## src/rtl/mtally_pkg.sv

```systemverilog
package mtally_pkg;

  localparam int NUM_BUS = 2;

  typedef enum logic [1:0] {
    CFG_PAT_A  = 2'd0,
    CFG_MASK_A = 2'd1,
    CFG_PAT_B  = 2'd2,
    CFG_MASK_B = 2'd3
  } cfg_sel_e;

endpackage

```

## src/rtl/mtally_rst_sync.sv

```systemverilog
module mtally_rst_sync (
  input  logic clk,
  input  logic rst_n,
  output logic rst_sync_n
);

  logic [1:0] sync_q;

  always_ff @(posedge clk or negedge rst_n) begin
    if (!rst_n) begin
      sync_q <= 2'b00;
    end else begin
      sync_q <= {sync_q[0], 1'b1};
    end
  end

  assign rst_sync_n = sync_q[1];

endmodule

```

## src/rtl/mtally_cfg_regs.sv

```systemverilog
module mtally_cfg_regs
  import mtally_pkg::*;
#(
  parameter int BUS_W = 16
) (
  input  logic                             clk,
  input  logic                             rst_n,
  input  logic                             we,
  input  logic [1:0]                       addr,
  input  logic [BUS_W-1:0]                 wdata,
  output logic [NUM_BUS-1:0][BUS_W-1:0]    pat,
  output logic [NUM_BUS-1:0][BUS_W-1:0]    mask
);

  cfg_sel_e sel;
  assign sel = cfg_sel_e'(addr);

  for (genvar g = 0; g < NUM_BUS; g++) begin : g_bus
    localparam cfg_sel_e PAT_SEL  = (g == 0) ? CFG_PAT_A  : CFG_PAT_B;
    localparam cfg_sel_e MASK_SEL = (g == 0) ? CFG_MASK_A : CFG_MASK_B;

    logic             pat_en;
    logic             mask_en;
    logic [BUS_W-1:0] pat_q;
    logic [BUS_W-1:0] mask_q;

    always_comb begin
      pat_en  = we && (sel == PAT_SEL);
      mask_en = we && (sel == MASK_SEL);
    end

    always_ff @(posedge clk or negedge rst_n) begin
      if (!rst_n) begin
        pat_q <= '0;
      end else if (pat_en) begin
        pat_q <= wdata;
      end
    end

    always_ff @(posedge clk or negedge rst_n) begin
      if (!rst_n) begin
        mask_q <= '0;
      end else if (mask_en) begin
        mask_q <= wdata;
      end
    end

    assign pat[g]  = pat_q;
    assign mask[g] = mask_q;
  end

endmodule

```

## src/rtl/mtally_matcher.sv

```systemverilog
module mtally_matcher #(
  parameter int BUS_W = 16
) (
  input  logic [BUS_W-1:0] bus,
  input  logic [BUS_W-1:0] pat,
  input  logic [BUS_W-1:0] care,
  output logic             hit
);

  logic [BUS_W-1:0] diff;

  always_comb begin
    diff = (bus ^ pat) & care;
    hit  = (diff == '0);
  end

endmodule

```

## src/rtl/mtally_sat_counter.sv

```systemverilog
module mtally_sat_counter #(
  parameter int CNT_W = 16
) (
  input  logic             clk,
  input  logic             rst_n,
  input  logic             clr,
  input  logic             inc,
  output logic [CNT_W-1:0] count
);

  localparam logic [CNT_W-1:0] MAX_VAL = '1;

  logic [CNT_W-1:0] cnt_q;
  logic [CNT_W-1:0] cnt_d;
  logic             cnt_en;

  always_comb begin
    cnt_d  = cnt_q;
    cnt_en = 1'b0;
    if (clr) begin
      cnt_d  = '0;
      cnt_en = 1'b1;
    end else if (inc && (cnt_q != MAX_VAL)) begin
      cnt_d  = cnt_q + 1'b1;
      cnt_en = 1'b1;
    end
  end

  always_ff @(posedge clk or negedge rst_n) begin
    if (!rst_n) begin
      cnt_q <= '0;
    end else if (cnt_en) begin
      cnt_q <= cnt_d;
    end
  end

  assign count = cnt_q;

endmodule

```

## src/rtl/twin_bus_match_tally.sv

```systemverilog
module twin_bus_match_tally
  import mtally_pkg::*;
#(
  parameter int BUS_W = 16,
  parameter int CNT_W = 16
) (
  input  logic             clk,
  input  logic             rst_n,
  input  logic             cnt_clear,
  input  logic             sample_vld,
  input  logic [BUS_W-1:0] bus_a,
  input  logic [BUS_W-1:0] bus_b,
  input  logic             cfg_we,
  input  logic [1:0]       cfg_addr,
  input  logic [BUS_W-1:0] cfg_wdata,
  output logic [CNT_W-1:0] cnt_a,
  output logic [CNT_W-1:0] cnt_b,
  output logic [CNT_W-1:0] cnt_both
);

  logic                          rst_int_n;
  logic [NUM_BUS-1:0][BUS_W-1:0] bus_vec;
  logic [NUM_BUS-1:0][BUS_W-1:0] pat_vec;
  logic [NUM_BUS-1:0][BUS_W-1:0] mask_vec;
  logic [NUM_BUS-1:0]            hit;
  logic [NUM_BUS-1:0][CNT_W-1:0] cnt_vec;
  logic                          both_inc;

  mtally_rst_sync u_rst_sync (
    .clk        (clk),
    .rst_n      (rst_n),
    .rst_sync_n (rst_int_n)
  );

  mtally_cfg_regs #(.BUS_W(BUS_W)) u_cfg (
    .clk   (clk),
    .rst_n (rst_int_n),
    .we    (cfg_we),
    .addr  (cfg_addr),
    .wdata (cfg_wdata),
    .pat   (pat_vec),
    .mask  (mask_vec)
  );

  assign bus_vec = {bus_b, bus_a};

  for (genvar g = 0; g < NUM_BUS; g++) begin : g_lane
    mtally_matcher #(.BUS_W(BUS_W)) u_match (
      .bus  (bus_vec[g]),
      .pat  (pat_vec[g]),
      .care (mask_vec[g]),
      .hit  (hit[g])
    );

    mtally_sat_counter #(.CNT_W(CNT_W)) u_cnt (
      .clk   (clk),
      .rst_n (rst_int_n),
      .clr   (cnt_clear),
      .inc   (sample_vld & hit[g]),
      .count (cnt_vec[g])
    );
  end

  assign both_inc = sample_vld & (&hit);

  mtally_sat_counter #(.CNT_W(CNT_W)) u_cnt_both (
    .clk   (clk),
    .rst_n (rst_int_n),
    .clr   (cnt_clear),
    .inc   (both_inc),
    .count (cnt_both)
  );

  assign cnt_a = cnt_vec[0];
  assign cnt_b = cnt_vec[1];

endmodule

```

## config.mk

```make
export PLATFORM = sky130hd
export DESIGN_NAME = twin_bus_match_tally
export DESIGN_NICKNAME = d
export VERILOG_FILES = /design/src/rtl/mtally_pkg.sv /design/src/rtl/mtally_rst_sync.sv /design/src/rtl/mtally_cfg_regs.sv /design/src/rtl/mtally_matcher.sv /design/src/rtl/mtally_sat_counter.sv /design/src/rtl/twin_bus_match_tally.sv
export SDC_FILE = /design/constraint.sdc
export NUM_CORES = 1
export LEC_CHECK = 0
export ABC_AREA = 1
export BUFFER_PORTS_ARGS = -buffer_cell sky130_fd_sc_hd__clkbuf_2
export CAP_MARGIN = 20
export CORE_UTILIZATION = 40
export CTS_BUF_LIST = sky130_fd_sc_hd__clkbuf_2
export CTS_CLUSTER_DIAMETER = 120
export DETAILED_ROUTE_END_ITERATION = 10
export PLACE_DENSITY_LB_ADDON = 0.15
export RECOVER_POWER = 50
export SKIP_CTS_REPAIR_TIMING = 1
export SYNTH_ARGS = -nofsm -noshare
export SYNTH_HDL_FRONTEND = slang
export SYNTH_SLANG_ARGS = --single-unit
export TNS_END_PERCENT = 1
```

## constraint.sdc

```tcl
create_clock -name clk -period 3.7 [get_ports clk]
set_input_delay 0 -clock clk [delete_from_list [all_inputs] [get_ports clk]]
set_output_delay 0 -clock clk [all_outputs]
set_load 0.01 [all_outputs]
```

==> impl_metrics.py, run 1 <==
metrics = {
    "outcome": {
        "run_status": "finished, violations left",
        "violations": "design-rule violations",
    },
    "route": {
        "firstDrtPassIters": 9,
        "drt-initial-drc-count": 336,
        "drc": 7,
        "antenna_violation_net_count_after_detailed_routing": 0,
        "detailroute.via_count": 5352,
        "post_detailed_route_via_to_cell_ratio": 4.73,
        "wirelength_um": 14600,
        "avgRoutedWirePerCell_um": 12.9,
    },
    "floorplan": {
        "core_area_um2": 14700,
        "die-width_um": 125,
        "die_area_um2": 15700,
        "initial_core_util_pct": 41.3,
        "ioPinCount": 103,
        "rows": 44,
        "fp.dieH_um": 125,
    },
    "synth": {
        "yosys_register_bits": 114,
        "synth.area.top_cells": "sky130_fd_sc_hd__dfrtp_1 47%, sky130_fd_sc_hd__nand2_1 16%, sky130_fd_sc_hd__nand3_1 6.8%, sky130_fd_sc_hd__o21ai_0 6.1%, sky130_fd_sc_hd__inv_1 4.9%",
        "synth.largest_area_cell": "sky130_fd_sc_hd__dfrtp_1",
        "synth_nets": 871,
        "synthFlopType": "sky130_fd_sc_hd__dfrtp_1",
        "synth_edf_count": 0,
        "synth.yosys.seq_area_share_pct": 47.0,
        "yosys.cell_types.count": 33,
        "post_synth_instance_area_um2": 6080,
        "netlist.area_leader.share_pct": 47.0,
        "avgSynthCellArea_um2": 7.47,
        "syn_inst": 813,
        "yosys_warnings": 0,
        "synth_async_sr_flop_share_pct": 100,
    },
    "cts": {
        "tritoncts_clock_tree": "done",
        "clock_insertion_delay_worst_skew_ns": 0.66,
        "root_buffer": "sky130_fd_sc_hd__clkbuf_2",
        "cts.sink_count": 114,
        "h-tree-depth": 4,
        "worst_setup_hold_path_clk_slew_ns": 0.17,
        "clk_path_buf_depth": 2,
        "clock_buffers_created_by_tritoncts": 17,
    },
    "finish": {
        "nFillCells": 1515,
        "multi_input_area_um2": 2780,
        "finish.net_count": 993,
        "highest_count_cells_in_the_layout_ignoring_fill_and_taps": "265 x sky130_fd_sc_hd__nand2_1, 116 x sky130_fd_sc_hd__clkbuf_2, 113 x sky130_fd_sc_hd__dfrtp_1, 82 x sky130_fd_sc_hd__nand3_1, 80 x sky130_fd_sc_hd__inv_1",
        "layout.cell_area.non_filler_um2": 7150,
        "most_common_cell_after_layout_fill_and_taps_aside": "sky130_fd_sc_hd__nand2_1",
        "area_delta_synth_final_pct": 17.6,
        "ff_latch_area_um2": 2860,
        "ratio_of_cells_with_drive_above_1_in_the_final_layout_pct": 15.1,
    },
    "critical_path": {
        "cp.arrival_ns": 3.01,
        "endpoint_kind": "register",
        "crit_path_start": "u_cfg.g_bus[0].pat_q[6]$_DFFE_PN0P_",
        "timing.critical_path.fanout_max": 20,
        "crit-reg2reg-launch": "u_cfg.g_bus[0].pat_q[6]$_DFFE_PN0P_",
        "cp_class": "register to register",
        "critPathLaunchType": "register",
        "worst_ep_required_time_ns": 4.29,
    },
    "sta": {
        "setup_viol": 0,
        "maxSlewViolCount": 0,
        "timing.final.crit_share_pct": 65.3,
        "setup_slack_ns": 1.28,
        "hold_violations": 0,
        "fmax_mhz": 414,
        "worstMarginPinSlew_ns": 0.984,
        "rsz0062_at_grt": "false",
        "finalWorstPathRequiredPeriod_ns": 2.42,
        "finalClockSkew_ns": 0.0247,
        "max_slew_margin_pct": 34.2,
        "setup_total_negative_slack_ns": 0,
    },
    "placement": {
        "routabilityCongestion": 0.836,
        "port-buffer-count": 102,
        "place_area_um2": 6720,
        "dp_hpwl_um": 10300,
        "preCtsSetupSlack_ns": 1.30,
    },
    "pwr": {
        "power_per_cell_area_nw_per_um2": 368,
        "design_power_mw": 2.63,
        "power.ir.vdd_worst_v": 0.000243,
        "power_leakage_nw": 3.70,
    },
    "global_routing": {
        "grt_max_degree": 69,
        "grt.overflow.total": 0,
        "grt_antenna_before_repair": 1,
        "first_global_vias": 5008,
        "grt_pass1_wl_um": 24500,
        "grt_usage_pct": 19.8,
    },
    "min_path": {
        "timing.hold.worst.class": "input port to register",
        "timing.hold.worst.start": "sample_vld",
    },
    "flow_run": {
        "maxCapViolCount": 0,
    },
}
worst max-delay path: stages, from the launching register on:
cell	delay, ns
sky130_fd_sc_hd__dfrtp_1	0.43
sky130_fd_sc_hd__inv_1	0.06
sky130_fd_sc_hd__nand2_1	0.04
sky130_fd_sc_hd__nand3_1	0.07
sky130_fd_sc_hd__nand2_1	0.06
sky130_fd_sc_hd__nor2_1	0.16
sky130_fd_sc_hd__nand3_1	0.16
sky130_fd_sc_hd__nor2_2	0.21
sky130_fd_sc_hd__nand2_1	0.32
sky130_fd_sc_hd__nand2_1	0.61
sky130_fd_sc_hd__nand3_1	0.14
sky130_fd_sc_hd__nand2_1	0.10
area by class of cell:
cell class | instances | area share (%)
multi-input cells | 590 | 38.9
well taps | 184 | 3.22
clock buffers | 20 | 1.40
repair buffers | 131 | 10.9
diodes | 1 | 0.0350
clock inverters | 10 | 1.31
flip-flops and latches | 114 | 40.0
inverters | 81 | 4.25
path summary, 6_finish.rpt:
check,to,slack (ns),depth (start not counted)
max reg2reg,g_lane[0].u_cnt.count[1]$_DFFE_PN0P_,1.28,11
min in group asynchronous,u_rst_sync.sync_q[1]$_DFF_PN0_,0.18,3
min,g_lane[1].u_cnt.count[7]$_DFFE_PN0P_,0.001,7
max,g_lane[0].u_cnt.count[1]$_DFFE_PN0P_,1.28,11
max in group asynchronous,u_cfg.g_bus[1].mask_q[3]$_DFFE_PN0P_,2.42,1
min reg2reg,u_rst_sync.sync_q[1]$_DFF_PN0_,0.37,0
kinds of logic after synthesis:
| kind of cell | Yosys count | synth area share, % |
|---|---|---|
| adders and majority gates | 3 | 0.618 |
| buffers and inverters | 109 | 7.29 |
| DFF | 114 | 47.0 |
| xor gates and xnor gates | 35 | 5.05 |
| AOI/OAI and AO/OA | 82 | 6.84 |
| other | 1 | 0.0617 |
| and+or+nand+nor | 469 | 33.2 |
cells in the mapped netlist, types with 3 or more instances:
master and number:
sky130_fd_sc_hd__nand2_1 265, sky130_fd_sc_hd__dfrtp_1 114, sky130_fd_sc_hd__nand3_1 82, sky130_fd_sc_hd__inv_1 80, sky130_fd_sc_hd__o21ai_0 74, sky130_fd_sc_hd__nor2_1 72
sky130_fd_sc_hd__xor2_1 32, sky130_fd_sc_hd__clkbuf_1 19, sky130_fd_sc_hd__nor3_1 13, sky130_fd_sc_hd__nand4_1 10, sky130_fd_sc_hd__or2_1 10, sky130_fd_sc_hd__buf_4 5
sky130_fd_sc_hd__o21ai_1 4, sky130_fd_sc_hd__ha_1 3, sky130_fd_sc_hd__nor2_2 3, sky130_fd_sc_hd__or2_2 3, sky130_fd_sc_hd__xnor2_1 3
per-stage QoR:
| stage | hold slack, ns | std cells | utilization, % |
|---|---|---|---|
| after floorplan | -0.296 | 813 | - |
| after global placement | -0.211 | 1076 | 45.7 |
| after detailed placement | -0.209 | 1076 | 45.7 |
| after CTS | -0.992 | 1106 | 47.0 |
| after global routing | 0.0237 | 1131 | 48.6 |
| final | 0.000991 | 1131 | 48.6 |
where the power goes:
part | total (mW) | internal [mW] | switching, mW
Sequential | 1.48 | 1.37 | 0.108
Clock | 0.749 | 0.296 | 0.453
Combinational | 0.403 | 0.169 | 0.234
flip-flops by register name, summed over array words and instances (netlist names):
signal              count
u_cfg.g_bus.pat_q      32
u_cfg.g_bus.mask_q     32
u_rst_sync.sync_q       2
g_lane.u_cnt.count     32
u_cnt_both.count       16
routing by layer:
| layer | share of wire (%) | vias to the layer above | track usage (%) |
|---|---|---|---|
| met2 | 48 | 94 | 32.6 |
| met4 | 0.59 | 0 | 6.46 |
| met3 | 3.7 | 6 | 4.79 |
| met5 | 0 | - | 0 |
| li1 | - | 2812 | - |
| met1 | 47 | 2440 | 25.5 |
Note: power is estimated with default switching activity, not from simulation.
==> run 2: changes to the inputs <==
==> constraint.sdc (replaced) <==
create_clock -name clk -period 2.15 [get_ports clk]
set_input_delay 0 -clock clk [delete_from_list [all_inputs] [get_ports clk]]
set_output_delay 0 -clock clk [all_outputs]
set_load 0.01 [all_outputs]
==> impl_metrics.py, run 2 (synthesized netlist as in run 1, its figures left out) <==
metrics = {
    "sta": {
        "rsz0062_at_grt": "false",
        "finalWorstPathRequiredPeriod_ns": 1.87,
        "setup_viol": 0,
        "maxSlewViolCount": 0,
        "finalClockSkew_ns": 0.0234,
        "max_slew_margin_pct": 32.8,
        "holdWs_ns": -0.00405,
        "hold_violations": 4,
        "setup_total_negative_slack_ns": 0,
        "timing.final.crit_share_pct": 87.0,
        "worstMarginPinSlew_ns": 1.01,
        "fmax_mhz": 535,
    },
    "global_routing": {
        "grt_antenna_before_repair": 1,
        "grt.overflow.total": 0,
        "grt_pass1_wl_um": 24700,
        "first_global_vias": 5093,
        "grt_usage_pct": 19.9,
        "grt_max_degree": 73,
    },
    "placement": {
        "dp_hpwl_um": 10300,
        "routabilityCongestion": 0.809,
        "port-buffer-count": 102,
    },
    "finish": {
        "nFillCells": 1509,
        "most_common_cell_after_layout_fill_and_taps_aside": "sky130_fd_sc_hd__nand2_1",
        "multi_input_area_um2": 2780,
        "ff_latch_area_um2": 2860,
        "finish.net_count": 1008,
        "finish.utilization_pct": 49.5,
        "area_delta_synth_final_pct": 19.7,
        "ratio_of_cells_with_drive_above_1_in_the_final_layout_pct": 16.5,
        "highest_count_cells_in_the_layout_ignoring_fill_and_taps": "265 x sky130_fd_sc_hd__nand2_1, 123 x sky130_fd_sc_hd__clkbuf_2, 113 x sky130_fd_sc_hd__dfrtp_1, 82 x sky130_fd_sc_hd__nand3_1, 80 x sky130_fd_sc_hd__inv_1",
    },
    "route": {
        "detailroute.via_count": 5440,
        "drc": 9,
        "firstDrtPassIters": 8,
        "wirelength_um": 14600,
        "antenna_violation_net_count_after_detailed_routing": 0,
        "drt-initial-drc-count": 318,
        "avgRoutedWirePerCell_um": 12.8,
        "post_detailed_route_via_to_cell_ratio": 4.75,
    },
    "pwr": {
        "power.ir.vdd_worst_v": 0.000373,
        "power_per_cell_area_nw_per_um2": 627,
        "power_leakage_nw": 3.79,
    },
    "outcome": {
        "run_status": "finished, violations left",
        "violations": "design-rule violations, negative hold slack",
    },
    "critical_path": {
        "crit_path_top_delay_cell": "sky130_fd_sc_hd__dfrtp_1",
        "crit_top_cell": "sky130_fd_sc_hd__nand2_1",
        "critPathLaunchType": "register",
        "cp_cell_sequence": "ha_1 > nand2_1 > nor3_2 > inv_1 > nor2_1 > a21oi_1 > nand2_1 > nand2_1 > inv_1 > nand2_1 > nand2_1",
        "worst_ep_required_time_ns": 2.75,
        "cp_class": "register to register",
        "timing.critical_path.fanout_max": 11,
        "worst_path_largest_cell_delay_ns": 0.43,
        "timing.reg2reg.worst_path_depth": 11,
        "cp.arrival_ns": 2.47,
        "endpoint_kind": "register",
    },
    "min_path": {
        "timing.hold.worst.class": "input port to register",
        "worstHoldPathCells": 8,
    },
    "floorplan": {
        "initial_core_util_pct": 41.3,
        "die-width_um": 125,
        "die_area_um2": 15700,
        "fp.dieH_um": 125,
        "core_area_um2": 14700,
        "ioPinCount": 103,
        "rows": 44,
    },
    "cts": {
        "h-tree-depth": 4,
        "root_buffer": "sky130_fd_sc_hd__clkbuf_2",
        "worst_setup_hold_path_clk_slew_ns": 0.16,
        "cts.sink_count": 114,
        "clock_insertion_delay_worst_skew_ns": 0.65,
        "clock_buffers_created_by_tritoncts": 17,
        "clk_path_buf_depth": 2,
        "tritoncts_clock_tree": "done",
    },
    "flow_run": {
        "maxCapViolCount": 0,
    },
}
-- run 2: cell types whose count changed in the layout (fill, tap and decap cells not counted), sizes merged --
| cell | change |
|---|---|
| clkbuf | +1 |
| buf | +8 |
| dlygate4sd3 | +6 |
-- run 2: stage by stage --
| stage | power [mW] | setup WS (ns) | area [um^2] | cells |
|---|---|---|---|---|
| CTS | 4.59 | 0.262 | 7020 | 1117 |
| detailed placement | 3.29 | 0.295 | 6830 | 1087 |
| finish | 4.56 | 0.281 | 7280 | 1146 |
| floorplan | 3.02 | 0.244 | 6080 | 813 |
| global route | 4.87 | 0.0121 | 7280 | 1146 |
| global placement | 3.28 | 0.314 | 6830 | 1087 |
-- run 2: power by group --
part	total (mW)	switching [mW]	internal, mW
Sequential	2.52	0.152	2.36
Clock	1.28	0.774	0.509
Combinational	0.760	0.441	0.319
Total	4.56	1.37	3.19
-- run 2: per-layer routing --
layer  up-vias  part of all wire [%]  track usage [%]
met2       106                    48             32.3
li1       2851                     -                -
met3         4                   4.7             5.73
met1      2479                    47             26.1
met4         0                  0.43             5.16
met5         -                     0                0
-- run 2: critical path, delay by kind of cell, from the launching register on --
kind,cells,cell delay [ns]
AOI/OAI and AO/OA,1,0.09
and+or+nand+nor,7,0.75
DFF,1,0.43
adders and majority gates,1,0.18
buffers and inverters,2,0.37
-- run 2: area by class of cell --
class	instances	share of cell area, %
Antenna cell	1	0.0344
Clock inverter	10	1.29
Sequential cell	114	39.3
Tap cell	184	3.16
Clock buffer	20	1.38
Timing Repair Buffer	146	12.5
Inverter	81	4.18
Multi-Input combinational cell	590	38.2
-- run 2: final timing paths --
path	startpoint	endpoint	slack [ns]
worst max-delay path	g_lane[1].u_cnt.count[1]$_DFFE_PN0P_	g_lane[1].u_cnt.count[1]$_DFFE_PN0P_	0.28
worst max register to register	g_lane[1].u_cnt.count[1]$_DFFE_PN0P_	g_lane[1].u_cnt.count[1]$_DFFE_PN0P_	0.28
worst min-delay path	sample_vld	u_cnt_both.count[7]$_DFFE_PN0P_	-0.004
max in group asynchronous	u_rst_sync.sync_q[1]$_DFF_PN0_	u_cfg.g_bus[1].pat_q[6]$_DFFE_PN0P_	0.88
worst min register to register	u_rst_sync.sync_q[0]$_DFF_PN0_	u_rst_sync.sync_q[1]$_DFF_PN0_	0.38
min in group asynchronous	rst_n	u_rst_sync.sync_q[1]$_DFF_PN0_	0.18
